<file path="src/rtl/evtIrqPkg.sv">
package evtIrqPkg;
  // Strobes passed from the acknowledge control to the datapath
  typedef struct packed {
    logic retire;  // this clear strobe retires the lowest pending event
    logic merge;   // an incoming event is merged this cycle
  } ctrlStrobes_t;
endpackage

</file>
<file path="src/rtl/evtLowFind.sv">
module evtLowFind #(
  parameter int NUM_EVENTS = 8,
  localparam int IDX_W = $clog2(NUM_EVENTS)
) (
  input  logic [NUM_EVENTS-1:0] maskIn,
  output logic                  found,
  output logic [IDX_W-1:0]      lowIdx,
  output logic [NUM_EVENTS-1:0] lowOneHot
);
  logic [NUM_EVENTS-1:0] belowEmpty;

  // belowEmpty[g] is high when no bit under position g is set
  assign belowEmpty[0] = 1'b1;
  genvar g;
  generate
    for (g = 1; g < NUM_EVENTS; g++) begin : g_chain
      assign belowEmpty[g] = belowEmpty[g-1] & ~maskIn[g-1];
    end
  endgenerate

  assign lowOneHot = maskIn & belowEmpty;
  assign found     = |maskIn;

  always_comb begin
    lowIdx = '0;
    for (int i = 0; i < NUM_EVENTS; i++) begin
      if (lowOneHot[i]) lowIdx = lowIdx | IDX_W'(i);
    end
  end
endmodule

</file>
<file path="src/rtl/evtClearCtrl.sv">
module evtClearCtrl
  import evtIrqPkg::*;
#(
  parameter int CLEAR_DIV = 4,
  localparam int CNT_W = (CLEAR_DIV > 1) ? $clog2(CLEAR_DIV) : 1
) (
  input  logic         clk,
  input  logic         rst,
  input  logic         evtValid,
  input  logic         clrStrobe,
  output ctrlStrobes_t strobes
);
  localparam logic [CNT_W-1:0] LAST_CNT = CNT_W'(CLEAR_DIV - 1);

  logic [CNT_W-1:0] clrCount;
  logic             lastOfGroup;

  assign lastOfGroup = (clrCount == LAST_CNT);

  always_ff @(posedge clk) begin
    if (rst) begin
      clrCount <= '0;
    end else if (clrStrobe) begin
      clrCount <= lastOfGroup ? '0 : clrCount + 1'b1;
    end
  end

  always_comb begin
    strobes.retire = clrStrobe & lastOfGroup;
    strobes.merge  = evtValid;
  end
endmodule

</file>
<file path="src/rtl/evtIrqDatapath.sv">
module evtIrqDatapath
  import evtIrqPkg::*;
#(
  parameter int NUM_EVENTS  = 8,
  parameter int RESET_EVENT = 2,
  localparam int IDX_W = $clog2(NUM_EVENTS)
) (
  input  logic                  clk,
  input  logic                  rst,
  input  ctrlStrobes_t          strobes,
  input  logic [IDX_W-1:0]      evtNum,
  output logic                  fiqOut,
  output logic [IDX_W-1:0]      curEvent,
  output logic [NUM_EVENTS-1:0] pendMask
);
  localparam logic [NUM_EVENTS-1:0] RST_MASK = NUM_EVENTS'(1) << RESET_EVENT;
  localparam logic [IDX_W-1:0]      RST_IDX  = IDX_W'(RESET_EVENT);

  logic [NUM_EVENTS-1:0] oldLowHot, restLowHot, restMask, mergedMask, evtHot;
  logic [IDX_W-1:0]      oldLowIdx, restLowIdx, idxAfterRetire, idxNext;
  logic                  oldFound, restFound;

  // Lowest pending event before the retire
  evtLowFind #(.NUM_EVENTS(NUM_EVENTS)) u_findOld (
    .maskIn(pendMask), .found(oldFound), .lowIdx(oldLowIdx), .lowOneHot(oldLowHot)
  );

  assign restMask = strobes.retire ? (pendMask & ~oldLowHot) : pendMask;

  // Lowest event still pending after the retire
  evtLowFind #(.NUM_EVENTS(NUM_EVENTS)) u_findRest (
    .maskIn(restMask), .found(restFound), .lowIdx(restLowIdx), .lowOneHot(restLowHot)
  );

  always_comb begin
    idxAfterRetire = (strobes.retire && restFound) ? restLowIdx : curEvent;
    evtHot         = strobes.merge ? (NUM_EVENTS'(1) << evtNum) : '0;
    mergedMask     = restMask | evtHot;
    idxNext        = idxAfterRetire;
    if (strobes.merge && ((idxAfterRetire == '0) || (evtNum < idxAfterRetire)))
      idxNext = evtNum;
  end

  always_ff @(posedge clk) begin
    if (rst) begin
      pendMask <= RST_MASK;
      curEvent <= RST_IDX;
      fiqOut   <= 1'b1;
    end else begin
      pendMask <= mergedMask;
      curEvent <= idxNext;
      fiqOut   <= |mergedMask;
    end
  end
endmodule

</file>
<file path="src/rtl/evtIrqTop.sv">
module evtIrqTop
  import evtIrqPkg::*;
#(
  parameter int NUM_EVENTS  = 8,
  parameter int CLEAR_DIV   = 4,
  parameter int RESET_EVENT = 2,
  localparam int IDX_W = $clog2(NUM_EVENTS)
) (
  input  logic                  clk,
  input  logic                  rst,
  input  logic                  evtValid,
  input  logic [IDX_W-1:0]      evtNum,
  input  logic                  clrStrobe,
  output logic                  fiqOut,
  output logic [IDX_W-1:0]      curEvent,
  output logic [NUM_EVENTS-1:0] pendMask
);
  ctrlStrobes_t strobes;

  evtClearCtrl #(.CLEAR_DIV(CLEAR_DIV)) u_ctrl (
    .clk(clk), .rst(rst), .evtValid(evtValid), .clrStrobe(clrStrobe), .strobes(strobes)
  );

  evtIrqDatapath #(.NUM_EVENTS(NUM_EVENTS), .RESET_EVENT(RESET_EVENT)) u_dp (
    .clk(clk), .rst(rst), .strobes(strobes), .evtNum(evtNum),
    .fiqOut(fiqOut), .curEvent(curEvent), .pendMask(pendMask)
  );
endmodule

</file>
<file path="config.mk">
export PLATFORM = sky130hd
export DESIGN_NAME = evtIrqTop
export DESIGN_NICKNAME = d
export VERILOG_FILES = /design/src/rtl/evtIrqPkg.sv /design/src/rtl/evtLowFind.sv /design/src/rtl/evtClearCtrl.sv /design/src/rtl/evtIrqDatapath.sv /design/src/rtl/evtIrqTop.sv
export SDC_FILE = /design/constraint.sdc
export NUM_CORES = 1
export LEC_CHECK = 0
export ABC_AREA = 1
export BUFFER_PORTS_ARGS = -buffer_cell sky130_fd_sc_hd__buf_4
export CORE_UTILIZATION = 45
export CTS_CLUSTER_DIAMETER = 30
export DETAILED_ROUTE_END_ITERATION = 16
export PLACE_DENSITY_LB_ADDON = 0.15
export SLEW_MARGIN = 10
export SYNTH_ARGS = -nofsm -noshare
export SYNTH_HDL_FRONTEND = slang
export SYNTH_SLANG_ARGS = --single-unit
</file>
<file path="constraint.sdc">
create_clock -name clk -period 2.8 [get_ports clk]
set_input_delay 0.42 -clock clk [delete_from_list [all_inputs] [get_ports clk]]
set_output_delay 0.42 -clock clk [all_outputs]
set_load 0.05 [all_outputs]
</file>
## After elaboration in Yosys (flattened, before gate mapping)

Index checks and enable logic that the tools add are counted.

- Bits in registers: 14
- Input bits: 7
- Logic and storage cells: 58

- Add/sub/neg operators: 1
- Shift operators: 1
- Magnitude comparators: 1
- Bitwise operators: 32
- Multiplexer cells: 12
- Reductions and logical operators: 6
- Eq/ne operators: 1

Operators with widths:

| kind | number |
|---|---|
| bitwise AND 8 bit | 3 |
| two-way mux 3 bit | 6 |
| two-way mux 8 bit | 2 |
| OR reduction 8 bit | 2 |
| NOT 1 bit | 14 |
| bitwise AND 1 bit | 13 |
| NOT 8 bit | 1 |
| OR 8 bit | 1 |
| << shifter 1 x 3 -> 8 bit (first input constant) | 1 |
| two-way mux 2 bit | 3 |
| logical NOT 3 bit | 1 |
| less-than comparator 3 bit | 1 |
| adder 2 x 1 -> 2 bit (second input constant) | 1 |
| == test 2 bit (second input constant) | 1 |
| logical AND 1 bit | 2 |
| logical OR 1 bit | 1 |
| two-way mux 1 bit | 1 |

## Logic depth before layout (Yosys ltp)

- Depth in word-level cells: 31
- Mapped depth: 21
- Depth with buffers taken out: 21

## Hierarchy

Synthesis repeated with hierarchy kept, for this count alone.

- Cells, all modules: 184
- Area, all modules: 1159.9 um^2

By module, submodules not included:

| module | area an instance (um^2) | instances | cells each |
|---|---|---|---|
| evtIrqDatapath | 679.4 | 1 | 107 |
| evtLowFind | 182.7 | 2 | 30 |
| evtClearCtrl | 115.1 | 1 | 17 |

## Least setup slack after synthesis

OpenSTA, ideal clock, no wires.

- Kind: register -> register
- Start point: register u_dp.pendMask[1]
- End point: register u_dp.curEvent[1]
- Stages on the path, launching flop included: 18
- Slack: 0.409 ns
- Data arrival time: 2.269 ns
- Buffers on the path: 0
- Cell sequence: dfxtp_1 nor2_2 nand3_1 nor2_2 nor2_1 nor2_4 nand3_2 nand2_2 nand2_1 nand2_2 inv_1 ha_1 a21oi_1 nand2_1 nand2_2 nand2_1 nand2_1 nand3_1

- Word-level cells in the longest chain between the ends: 19
- Elaborated cells between the ends (all ways): 39

RTL lines:

| element | line | RTL |
|---|---|---|
| start, declared | evtIrqDatapath.sv:14 | `output logic [NUM_EVENTS-1:0] pendMask` |
| start signal, assigned | evtIrqDatapath.sv:50 | `pendMask <= mergedMask;` |
| parallel branches: the longest is 9 deep, another holds bitwise AND 8 bit | - |  |
| two-way mux 8 bit * | evtIrqDatapath.sv:28 | `assign restMask = strobes.retire ? (pendMask & ~oldLowHot) : pendMask;` |
| NOT 1 bit (tied with other cells) | evtLowFind.sv:17 | `assign belowEmpty[g] = belowEmpty[g-1] & ~maskIn[g-1];` |
| bitwise AND 1 bit (tied with other cells) | evtLowFind.sv:17 |  |
| bitwise AND 8 bit / two-way mux 3 bit (equally long branches) | evtLowFind.sv:21, evtLowFind.sv:27 |  |
| two-way mux 3 bit | evtLowFind.sv:27 | `if (lowOneHot[i]) lowIdx = lowIdx \| IDX_W'(i);` |
| two-way mux 3 bit * | evtIrqDatapath.sv:36 | `idxAfterRetire = (strobes.retire && restFound) ? restLowIdx : curEvent;` |
| less-than comparator 3 bit / logical NOT 3 bit (equally long branches) | evtIrqDatapath.sv:40 | `if (strobes.merge && ((idxAfterRetire == '0) \|\| (evtNum < idxAfterRetire)))` |
| logical OR 1 bit | evtIrqDatapath.sv:40 |  |
| logical AND 1 bit | evtIrqDatapath.sv:40 |  |
| two-way mux 3 bit * | evtIrqDatapath.sv:40 |  |
| end signal, assigned | evtIrqDatapath.sv:51 | `curEvent <= idxNext;` |
| end, declared | evtIrqDatapath.sv:13 | `output logic [IDX_W-1:0] curEvent,` |

Mark *: on every way between the ends.
A chain may end at the register's enable or synchronous reset.

## Worst setup path in the final report

- Start point: register u_ctrl.clrCount[0]
- End point: register u_dp.curEvent[2]

- Word-level cells in the longest chain between the ends: 17
- Elaborated cells between the ends (all ways): 32

RTL lines:

| element | line | RTL |
|---|---|---|
| start, declared | evtClearCtrl.sv:15 | `logic [CNT_W-1:0] clrCount;` |
| start signal, assigned | evtClearCtrl.sv:24 | `clrCount <= lastOfGroup ? '0 : clrCount + 1'b1;` |
| == test 2 bit * | evtClearCtrl.sv:18 | `assign lastOfGroup = (clrCount == LAST_CNT);` |
| bitwise AND 1 bit * | evtClearCtrl.sv:29 | `strobes.retire = clrStrobe & lastOfGroup;` |
| two-way mux 8 bit | evtIrqDatapath.sv:28 |  |
| NOT 1 bit | evtLowFind.sv:17 |  |
| bitwise AND 8 bit / bitwise AND 1 bit (equally long branches) | evtLowFind.sv:21, evtLowFind.sv:17 |  |
| two-way mux 1 bit (tied with other cells) | evtLowFind.sv:27 |  |
| two-way mux 2 bit (tied with other cells) (2 in series) | evtLowFind.sv:27 |  |
| two-way mux 3 bit (tied with other cells) (2 in series) | evtLowFind.sv:27 |  |
| two-way mux 3 bit / bitwise AND 8 bit (equally long branches) | evtLowFind.sv:27, evtLowFind.sv:21 |  |
| two-way mux 3 bit | evtLowFind.sv:27 |  |
| two-way mux 3 bit * | evtIrqDatapath.sv:36 |  |
| less-than comparator 3 bit / logical NOT 3 bit (equally long branches) | evtIrqDatapath.sv:40 |  |
| logical OR 1 bit | evtIrqDatapath.sv:40 |  |
| logical AND 1 bit | evtIrqDatapath.sv:40 |  |
| two-way mux 3 bit * | evtIrqDatapath.sv:40 |  |

Mark *: on every way between the ends. The rest lies on a longest branch, timed or not.

==> metrics.cfg <==
[outcome]
status=finished clean

[finish]
layout_commonest_cell=nand2_1
regArea_um2=280
n_fill_cell=194
stdcell_area_um2=1080
num-nets-final=169
multi_input_area_um2=520
diodes=0
mostFrequentLayoutCells=nand2_1 (30), inv_1 (22), buf_4 (18)
fin_cells=182
drive_gt1_share_pct=24.2
area_growth_pct=19.1

[place]
dpl_cell_area_um2=1060
dp_hpwl_mm=1.61
numPlacedInstances=179
port-buffer-count=18
gp_congestion=0.872
dp_slack_ns=0.326

[cts]
cts.clk_slew.worst_paths_ns=0.08
cts_root_buffer=clkbuf_4
postCtsHoldBufs=0
cts_made_buffers=3
clockBufferDepth=2
clk_latency_ns=0.27
post_cts_buffers=0
cts_tree=built
cts.repair.resized=0
cts.sinks=14
cts_htree_levels=1

[synthesis]
ys_types=25
synth_compound_area_share_pct=11.4
syn_area_um2=908
synthMuxAreaShare_pct=0
synth_seq_cells=14
synthFlopType=dfxtp_1
synth_top_area_share_pct=30.9
ys_seq_area_share_pct=30.9
yosys.area_share.simple_pct=40.8
synth_xor_area_share_pct=0.964
synth_edf_count=0
synth_area_leaders=dfxtp_1 (31%), nand2_1 (12%), inv_1 (9.1%), a21oi_1 (6.1%), nor2_1 (5.8%)
syn_area_per_cell_um2=6.58
async_reset_ff_share_pct=0
synth_top_family_by_area=simple AND/OR/NAND/NOR gates
synth_cells=138
synth_fa_ha_area_share_pct=4.13
yosysTopAreaCell=dfxtp_1
ys_warn_count=0
synth_nets=148

[timing]
max_slew_margin_pct=76.2
tns_ns=0
max_freq_mhz=400
rsz0062_at_grt=no
clock_skew_ns=0.00254
setup_slack_ns=0.303
slew_viol_final=0
fin_crit_ns=2.50
fin_crit_sh_pct=89.2
hold_viol=0
worst_pin_slew_ns=0.353
final-setup-viol-count=0

[worst_setup_path]
cp_cell_sequence=ha_1 -> nand2_4 -> inv_4 -> nand3_2 -> nand2_2 -> nand3_2 -> nor2_4 -> nand3_2 -> nand2_2 -> nand2_1 -> nand2_2 -> inv_1 -> ha_1 -> a21oi_1 -> nand2_1 -> nand2_2 -> nand3_1 -> nand2_1 -> nor2_1
crit_required_ns=2.97
crit_top_cell=nand2_2
critPathCaptureType=register
max_stage_delay_ns=0.35
r2r.worst_path.cells=19
crit_type=reg2reg
arrival_ns=2.67
critPathMaxFanout=7
crit_path_start_kind=register
critPathSlowestCell=dfxtp_1

[pwr]
ir_worst_vdd_mv=0.292
power_w=0.000496
p_per_area_nw_per_um2=458
leakage_nw=0.536

[worst_hold_path]
holdPathStages=2
hp-class=in2reg

[drt]
wirelength_mm=1.96
drt-wirelength-per-cell_um=10.8
drtAntennaViolNets=0
drt_iter0_drc=21
drc=0
avgViaCountPerCell=4.98
dr_total_vias=906
first_pass_iters=4

[die]
start_util_pct=50.4
die_h_um=46.9
die_area_um2=2200
num_rows=15
io_pins=19
die_w_um=46.9
core_um2=1800

[global_routing]
grt_max_degree=10
grt_usage_pct=21.6
grt_overflow=0
grt_pass1_vias=802
grt_pass1_wl_mm=3.39
antenna_found_initial=0

[job]
cap_violations=0

[metal layers]
layer	global-route usage, %	vias to the layer above	share of wire, %
met4	6.86	0	1.1
li1	-	474	-
met3	5.77	2	4.4
met5	0	-	0
met1	30.4	408	48
met2	31.9	22	46
[final timing paths]
check | slack [ns] | end | start
setup reg to reg | 0.30 | u_dp.curEvent[2] | u_ctrl.clrCount[0]
hold / removal | 0.38 | u_ctrl.clrCount[1] | clrStrobe
hold reg to reg | 0.55 | u_ctrl.clrCount[0] | u_ctrl.clrCount[0]
setup / recovery | 0.30 | u_dp.curEvent[2] | u_ctrl.clrCount[0]
[power breakdown]
part	total [W]	internal (W)	switching (W)
Combinational	0.000164	0.0000543	0.000110
Clock	0.000110	0.0000498	0.0000601
Sequential	0.000221	0.000213	0.00000896
Total	0.000496	0.000317	0.000179
[cells in the mapped netlist (2+ instances only)]
master   number
nand2_1      30
inv_1        22
dfxtp_1      14
nor2_1       14
a21oi_1      11
nand3_1      10
nand2_2       8
o21ai_0       5
ha_1          3
nand3_2       3
nand4_1       3
nor2_2        2
[stage by stage]
stage	hold slack [ns]	util, %
detailed placement	0.531	58.8
global route	0.372	60.1
floorplan	0.494	-
global placement	0.520	58.8
CTS	0.368	60.1
finish	0.375	60.1
[cell type report]
class / instances / area share (%)
clock buffers: 3 / 2.08
inverters: 24 / 8.55
multi-input cells: 98 / 48.1
flip-flops and latches: 14 / 25.9
well taps: 25 / 2.89
repair buffers: 18 / 12.5
[flip-flops by register name (all words and copies together) (netlist names)]
signal and cells:
u_ctrl.clrCount 2, u_dp.fiqOut 1, u_dp.curEvent 3, u_dp.pendMask 8
[worst max-delay path: cells and delay by family (launching register included)]
| kind | cells | cell delay (ns) |
|---|---|---|
| AOI/OAI and AO/OA | 1 | 0.15 |
| adders and majority gates | 2 | 0.53 |
| buffers and inverters | 2 | 0.14 |
| DFF | 1 | 0.35 |
| and+or+nand+nor | 14 | 1.24 |
[cell families (layout without fill, tap and decap cells)]
logic type / Yosys count / count (layout)
AO/OA/AOI/OAI: 19 / 19
XOR/XNOR: 1 / 1
adder cells (fa/ha/maj): 3 / 3
buffers and inverters: 26 / 45
flip-flops: 14 / 14
AND/OR/NAND/NOR: 75 / 75
Power figures use the tool's default switching activity.
